--- src/rtl/wdt_pkg.sv ---
`timescale 1ns/1ps
package wdt_pkg;
  localparam int AW = 12;
  localparam int DW = 32;

  localparam logic [AW-1:0] OFS_RELOAD = 12'h000;
  localparam logic [AW-1:0] OFS_COUNT  = 12'h004;
  localparam logic [AW-1:0] OFS_CTRL   = 12'h008;
  localparam logic [AW-1:0] OFS_CLEAR  = 12'h00C;
  localparam logic [AW-1:0] OFS_RAW    = 12'h010;
  localparam logic [AW-1:0] OFS_MASKED = 12'h014;
  localparam logic [AW-1:0] OFS_KEY    = 12'hC00;

  typedef enum logic [2:0] {
    SEL_RELOAD, SEL_COUNT, SEL_CTRL, SEL_CLEAR,
    SEL_RAW, SEL_MASKED, SEL_KEY, SEL_NONE
  } reg_sel_e;

  function automatic reg_sel_e decode_addr(input logic [AW-1:0] a);
    case (a)
      OFS_RELOAD: decode_addr = SEL_RELOAD;
      OFS_COUNT:  decode_addr = SEL_COUNT;
      OFS_CTRL:   decode_addr = SEL_CTRL;
      OFS_CLEAR:  decode_addr = SEL_CLEAR;
      OFS_RAW:    decode_addr = SEL_RAW;
      OFS_MASKED: decode_addr = SEL_MASKED;
      OFS_KEY:    decode_addr = SEL_KEY;
      default:    decode_addr = SEL_NONE;
    endcase
  endfunction
endpackage

--- src/rtl/wdt_regs.sv ---
`timescale 1ns/1ps
module wdt_regs
  import wdt_pkg::*;
#(
  parameter int CNT_W = 32,
  parameter logic [DW-1:0] UNLOCK_KEY = 32'h1ACCE551
) (
  input  logic             clk,
  input  logic             rst_n,
  input  logic             psel,
  input  logic             penable,
  input  logic             pwrite,
  input  logic [AW-1:0]    paddr,
  input  logic [DW-1:0]    pwdata,
  input  logic [CNT_W-1:0] count_i,
  input  logic             raw_i,
  output logic [CNT_W-1:0] reload_o,
  output logic             enable_o,
  output logic             masked_o,
  output logic             wr_reload_o,
  output logic             wr_clear_o,
  output logic [DW-1:0]    prdata_o
);
  reg_sel_e         sel;
  logic             acc_wr;
  logic             wr_ok;
  logic             wr_ctrl;
  logic             wr_key;
  logic             locked_q;
  logic             enable_q;
  logic [CNT_W-1:0] reload_q;

  assign sel         = decode_addr(paddr);
  assign acc_wr      = psel && penable && pwrite;
  assign wr_ok       = acc_wr && !locked_q;
  assign wr_reload_o = wr_ok && (sel == SEL_RELOAD);
  assign wr_ctrl     = wr_ok && (sel == SEL_CTRL);
  assign wr_clear_o  = wr_ok && (sel == SEL_CLEAR);
  assign wr_key      = acc_wr && (sel == SEL_KEY);

  always_ff @(posedge clk or negedge rst_n) begin
    if (!rst_n) begin
      reload_q <= '1;
      enable_q <= 1'b0;
      locked_q <= 1'b0;
    end else begin
      if (wr_reload_o) reload_q <= pwdata[CNT_W-1:0];
      if (wr_ctrl)     enable_q <= pwdata[0];
      if (wr_key)      locked_q <= (pwdata != UNLOCK_KEY);
    end
  end

  assign reload_o = reload_q;
  assign enable_o = enable_q;
  assign masked_o = raw_i & enable_q;

  always_comb begin
    prdata_o = '0;
    case (sel)
      SEL_RELOAD: prdata_o = DW'(reload_q);
      SEL_COUNT:  prdata_o = DW'(count_i);
      SEL_CTRL:   prdata_o = DW'(enable_q);
      SEL_RAW:    prdata_o = DW'(raw_i);
      SEL_MASKED: prdata_o = DW'(masked_o);
      SEL_KEY:    prdata_o = DW'(locked_q);
      default:    prdata_o = '0;
    endcase
  end

  // a locked register file holds its values through any non-key write
  assert_locked_hold_R8: assert property (@(posedge clk) disable iff (!rst_n)
    (locked_q && acc_wr && sel != SEL_KEY) |=> ($stable(reload_q) && $stable(enable_q)));

  // the key register decides the lock state
  assert_key_unlock_R8: assert property (@(posedge clk) disable iff (!rst_n)
    (wr_key && pwdata == UNLOCK_KEY) |=> !locked_q);
endmodule

--- src/rtl/wdt_count.sv ---
`timescale 1ns/1ps
module wdt_count #(
  parameter int CNT_W = 32
) (
  input  logic             clk,
  input  logic             rst_n,
  input  logic             tick_i,
  input  logic             enable_i,
  input  logic             wr_reload_i,
  input  logic             wr_clear_i,
  input  logic [CNT_W-1:0] load_data_i,
  input  logic [CNT_W-1:0] reload_val_i,
  output logic [CNT_W-1:0] count_o,
  output logic             raw_o,
  output logic             hit_zero_o
);
  logic [CNT_W-1:0] count_q;
  logic             raw_q;
  logic             cnt_tick;
  logic             bus_override;
  logic             rest_reload;

  // one tick step: rest at zero for a tick, then reload
  function automatic logic [CNT_W-1:0] step(input logic [CNT_W-1:0] cur,
                                            input logic [CNT_W-1:0] rld);
    step = (cur == '0) ? rld : cur - 1'b1;
  endfunction

  assign cnt_tick     = tick_i && enable_i;
  assign bus_override = wr_reload_i || wr_clear_i;
  assign hit_zero_o   = cnt_tick && !bus_override && (count_q == CNT_W'(1));
  assign rest_reload  = cnt_tick && !bus_override && (count_q == '0);

  always_ff @(posedge clk or negedge rst_n) begin
    if (!rst_n) begin
      count_q <= '1;
      raw_q   <= 1'b0;
    end else begin
      if (wr_reload_i)     count_q <= load_data_i;
      else if (wr_clear_i) count_q <= reload_val_i;
      else if (cnt_tick)   count_q <= step(count_q, reload_val_i);

      if (wr_clear_i)      raw_q <= 1'b0;
      else if (hit_zero_o) raw_q <= 1'b1;
    end
  end

  assign count_o = count_q;
  assign raw_o   = raw_q;

  // an enabled tick above zero removes exactly one count
  assert_decrement_R3: assert property (@(posedge clk) disable iff (!rst_n)
    (cnt_tick && !bus_override && count_q != '0) |=> (count_q == $past(count_q) - 1'b1));

  // reaching zero raises the flag
  assert_flag_on_zero_R4: assert property (@(posedge clk) disable iff (!rst_n)
    hit_zero_o |=> (raw_q && count_q == '0));

  // the tick after zero reloads and the flag is kept
  assert_rest_reload_R5: assert property (@(posedge clk) disable iff (!rst_n)
    (rest_reload && raw_q) |=> (count_q == $past(reload_val_i) && raw_q));

  // clear write drops the flag and restarts the count
  assert_clear_reload_R6: assert property (@(posedge clk) disable iff (!rst_n)
    wr_clear_i |=> (!raw_q && count_q == $past(reload_val_i)));

  // disabled ticks leave the count alone
  assert_idle_hold_R11: assert property (@(posedge clk) disable iff (!rst_n)
    (!enable_i && !bus_override) |=> $stable(count_q));
endmodule

--- src/rtl/wdt_apb_timer.sv ---
`timescale 1ns/1ps
module wdt_apb_timer
  import wdt_pkg::*;
#(
  parameter int CNT_W = 32,
  parameter logic [31:0] UNLOCK_KEY = 32'h1ACCE551
) (
  input  logic        pclk,
  input  logic        presetn,
  input  logic        psel,
  input  logic        penable,
  input  logic        pwrite,
  input  logic [11:0] paddr,
  input  logic [31:0] pwdata,
  output logic [31:0] prdata,
  output logic        pready,
  output logic        pslverr,
  input  logic        tick_en,
  output logic        irq_o
);
  logic [CNT_W-1:0] count_w;
  logic [CNT_W-1:0] reload_w;
  logic             raw_w;
  logic             enable_w;
  logic             masked_w;
  logic             wr_reload_w;
  logic             wr_clear_w;
  logic             hit_zero_w;

  wdt_regs #(.CNT_W(CNT_W), .UNLOCK_KEY(UNLOCK_KEY)) u_regs (
    .clk(pclk), .rst_n(presetn),
    .psel(psel), .penable(penable), .pwrite(pwrite),
    .paddr(paddr), .pwdata(pwdata),
    .count_i(count_w), .raw_i(raw_w),
    .reload_o(reload_w), .enable_o(enable_w), .masked_o(masked_w),
    .wr_reload_o(wr_reload_w), .wr_clear_o(wr_clear_w),
    .prdata_o(prdata)
  );

  wdt_count #(.CNT_W(CNT_W)) u_count (
    .clk(pclk), .rst_n(presetn),
    .tick_i(tick_en), .enable_i(enable_w),
    .wr_reload_i(wr_reload_w), .wr_clear_i(wr_clear_w),
    .load_data_i(pwdata[CNT_W-1:0]), .reload_val_i(reload_w),
    .count_o(count_w), .raw_o(raw_w), .hit_zero_o(hit_zero_w)
  );

  assign pready  = 1'b1;
  assign pslverr = 1'b0;
  assign irq_o   = masked_w;

  // the flag never rises without a counter reaching zero
  assert_flag_rise_cause_R4: assert property (@(posedge pclk) disable iff (!presetn)
    $rose(raw_w) |-> $past(hit_zero_w));
endmodule

--- config.mk ---
export PLATFORM = sky130hd
export DESIGN_NAME = wdt_apb_timer
export DESIGN_NICKNAME = d
export VERILOG_FILES = /design/src/rtl/wdt_pkg.sv /design/src/rtl/wdt_regs.sv /design/src/rtl/wdt_count.sv /design/src/rtl/wdt_apb_timer.sv
export SDC_FILE = /design/constraint.sdc
export NUM_CORES = 1
export LEC_CHECK = 0
export ABC_AREA = 1
export BUFFER_PORTS_ARGS = -buffer_cell sky130_fd_sc_hd__buf_2
export CAP_MARGIN = 30
export CORE_ASPECT_RATIO = 1.25
export CORE_MARGIN = 10
export CORE_UTILIZATION = 38
export CTS_CLUSTER_DIAMETER = 100
export DETAILED_ROUTE_END_ITERATION = 10
export GPL_TIMING_DRIVEN = 0
export PLACE_DENSITY = 0.64
export SLEW_MARGIN = 20
export SYNTH_ARGS = -nofsm -noshare
export SYNTH_HDL_FRONTEND = slang
export SYNTH_HIERARCHICAL = 1
export SYNTH_SLANG_ARGS = --single-unit
--- constraint.sdc ---
create_clock -name pclk -period 6.8 [get_ports pclk]
set_input_delay 0.34 -clock pclk [delete_from_list [all_inputs] [get_ports pclk]]
set_output_delay 0.34 -clock pclk [all_outputs]
set_load 0.01 [all_outputs]
==> results.md <==
* Psw at 0.204 mW
* DR iter-0 viols at around 400
* CTS Buffer Depth at 2
* Pwr dens at roughly 150 nW/um2
* Row cnt at between 40 and 50
* Final hold violation count at 0
* Setup TNS at 0 ns
* Syn avg cell area at roughly 6.4 um2
* Post-synthesis cell count at 814
* Crit-path leading delay family: simple AND/OR/NAND/NOR gates
* H-tree levels at 3
* WL final at just under 20000 um
* Post-cts resize count at 0
* Sw Share at 22.7%
* Worst-margin pin slew at 0.654 ns
* Most frequent cells in the layout: 306 x nand2_1, 127 x nor2_1, 87 x buf_2
* #FFs+latches synth at 67
* Synth-to-Final Area Change at 17.8%
* Leading area contributor after synthesis: dfstp_2
* Final setup fails at 0
* Largest net degree at the start of global routing at 40
* DR top layer: met4
* Critical path class: input port to flop
* Top cells by area, synth: dfstp_2 32%, nand2_1 22%, nor2_1 9.1%
* Peak Freq at ~0.34 GHz
* Internal power at ~0.7 mW
* CTS clk-pin slew, worst paths at ~0.06 ns
* Clock Sinks at between 60 and 70
* Peak per-stage delay on the critical path at roughly 0.5 ns
* CP Cell Sequence: buf_2 > nor2_1 > nand2_1 > nor2_2 > nand2_1 > nand2_2 > a21oi_1 > nor4_1 > nor2_1 > nand2_1 > clkinv_1 > dlygate4sd1_1 > nor2_1 > nand2_1 > o21ai_0
* RSZ-0062 raised after global routing: no
* CTS buffer count at 9
* Most common cell after layout, fill and taps aside: nand2_1
* Relative slew slack at between 50% and 60%
* Metal3 WL at roughly 1500 um
* Design area at between 6000 and 7000 um2
* Die height at 151 um
* Hold Crit Class: input port to flop
* Synth Area in Adders at less than 1%
* Post-Layout Cell Count at 1084
* First-pass GRT wire length at between 30000 and 40000 um
* Worst IR Drop VDD at roughly 0.10 mV
* Status: complete, no violations
* Die area at 18900 um2
* Final critical-path share of the clock period at between 40% and 50%
* Die Span X at between 100 and 150 um
* Max Fanout on Critical Path at 10
* Setup crit start: paddr[9]
* Hold_sp: pwdata[14]
* Crit path capture type: flop
* Cell Area, Placed at between 5000 and 6000 um2
* Data arrival, critical path at roughly 3.2 ns
* Post-DP HPWL at ~15000 um
* Post-synth EDFFs at 0
* Sequential share of power at 44.5%
* Post-synth ARST share at 100%
* Register area share after synthesis at 33.6%
* MaxCap Viol Count at 0
* Total GRT Usage at roughly 20%
* DR vias/cell at 5.15
* DR vias at approximately 5600
* Worst r2r src: u_regs/locked_q$_DFFE_PN0P_
* Overflow left after global routing at 0
* Worst reg-to-reg setup slack at about 4.0 ns
* Gpl congestion at 0.946
* Multiplexer area fraction after synthesis at 0%
* Main combinational cell family by area after synthesis: simple AND/OR/NAND/NOR gates
* Drt first pass iters at 5
* Number of global-route vias before repair at between 5000 and 6000
* Mapped Area at between 5000 and 6000 um2
* Cell leakage power at between 3 and 4 nW
* Clk_lat worst skew at roughly 0.34 ns
* Post-CTS setup buffer count at 0
* Critical Path Source Type: input port
* Most used cell, CP: nand2_1
* Buf+Inv Stages, Crit Path at 3
* Net Count, Synth at just under 900
* Post-synthesis compound-gate area fraction at 7.40%
* CTS Hold Bufs at 0
* Distinct cell type count of the synthesized netlist at 37
* Met2 wire length at 9400 um
* Wire per inst at 17.8 um
* Post-synth top area share at approximately 32%
* Layout Skew at 0.00927 ns
* Port buffer count at between 80 and 90
* Combinational power share at 4.8%
* Synth Area in XOR/XNOR at between 3 and 4%
* Detail Route Antenna Nets at 0
* Total power at between 0.9 and 1 mW
* Ys flop type: dfstp_2
* Root Driver: clkbuf_16
* Fill count at about 1500
* Max-slew violation count at 0
* CTS tree: done
* Starting Density at between 30% and 40%
* Nets at 961
* CP max-delay cell: nor4_1
* Met1 WL at 7640 um
* Antenna violations before repair at 0
* Ant diodes at 0
* Synth Area in Simple Gates at between 40% and 50%
* Post-layout minimum cycle time at about 2.9 ns
* Clock power frac at 50.7%
* YS warnings at 6
* WP data required at around 7 ns
* Core Box Area at around 13000 um2
* DRC at 0
* Share of layout cells above drive strength 1 at 25.3%
* I/O pins at between 80 and 90
* DP Cell Count at roughly 1100
registers in the layout, indices dropped and copies added (netlist names):
name	cells
u_count/raw_o	1
u_regs/locked_q	1
u_regs/reload_o	32
u_count/count_o	32
u_regs/enable_o	1
final cells by class:
class                      instances  area, um2  area share (%)
clock inverter                     3       40.0           0.651
buffer                            35        259            4.21
clock buffer                      12        236            3.84
timing repair buffer              84        438            7.12
sequential                        67       1760            28.6
inverter                          68        258            4.19
tap                              171        214            3.48
multi-input combinational        644       2950            47.9
power groups by stage:
stage / Clock, mW / Sequential (mW) / Combinational (mW)
detailed placement: 0 / 0.407 / 0.0435
CTS: 0.466 / 0.401 / 0.0437
finish: 0.457 / 0.401 / 0.0431
floorplan: 0 / 0.407 / 0.00979
global placement: 0 / 0.407 / 0.0420
global route: 0.487 / 0.401 / 0.0481
cell families (layout without fill, tap and decap cells):
group                      after synthesis  after routing
AOI/OAI and AO/OA                       62             62
xor gates and xnor gates                19             19
adders and majority gates                2              2
buffers and inverters                  103            202
DFF                                     67             67
other                                    2              2
and+or+nand+nor                        559            559
Yosys cell counts, types with 2 or more instances:
| library cell | count |
|---|---|
| nand2_1 | 306 |
| nor2_1 | 127 |
| nand3_1 | 77 |
| dfstp_2 | 64 |
| inv_1 | 63 |
| a21oi_1 | 25 |
| o21ai_0 | 17 |
| xor2_1 | 15 |
| nand2_2 | 14 |
| o21ai_2 | 13 |
| buf_6 | 10 |
| nand4_1 | 9 |
| buf_4 | 8 |
| clkbuf_1 | 7 |
| buf_2 | 6 |
| nor2_2 | 6 |
| nor4_1 | 6 |
| nor3_1 | 5 |
| nor2_4 | 4 |
| o21bai_1 | 4 |
| xnor2_1 | 4 |
| dfrtp_1 | 3 |
| inv_2 | 3 |
| buf_1 | 2 |
| conb_1 | 2 |
| ha_1 | 2 |
| nand3b_1 | 2 |
through the flow:
step                hold WS [ns]  setup WS, ns  utilization [%]
floorplan                 0.0444          4.42                -
global placement           0.459          3.40             43.8
detailed placement         0.463          3.37             44.0
CTS                        0.216          3.71             46.0
global route               0.221          3.69             46.1
finish                     0.226          3.89             46.1
final timing paths:
check / end / depth (start not counted)
setup / recovery: u_count/count_o[9]$_DFFE_PN1P_ / 15
hold / removal: u_regs/reload_o[14]$_DFFE_PN1P_ / 3
setup reg to reg: u_count/count_o[9]$_DFFE_PN1P_ / 10
hold reg to reg: u_regs/reload_o[15]$_DFFE_PN1P_ / 2
max in group asynchronous: u_regs/reload_o[30]$_DFFE_PN1P_ / 2
min in group asynchronous: u_count/count_o[1]$_DFFE_PN1P_ / 1
routing by layer:
layer  vias up  track usage (%)
li1       2730                -
met1      2553             23.5
met2       242             35.1
met3        56             4.23
met4         0             9.92
met5         -                0
worst register-to-register path, delay by kind of cell (launching register included):
family	cells	cell delay (ns)
DFF	1	0.42
and+or+nand+nor	6	1.43
AOI/OAI and AO/OA	1	0.08
buffers and inverters	3	0.81
No activity file was read; power rests on OpenSTA's default activity.
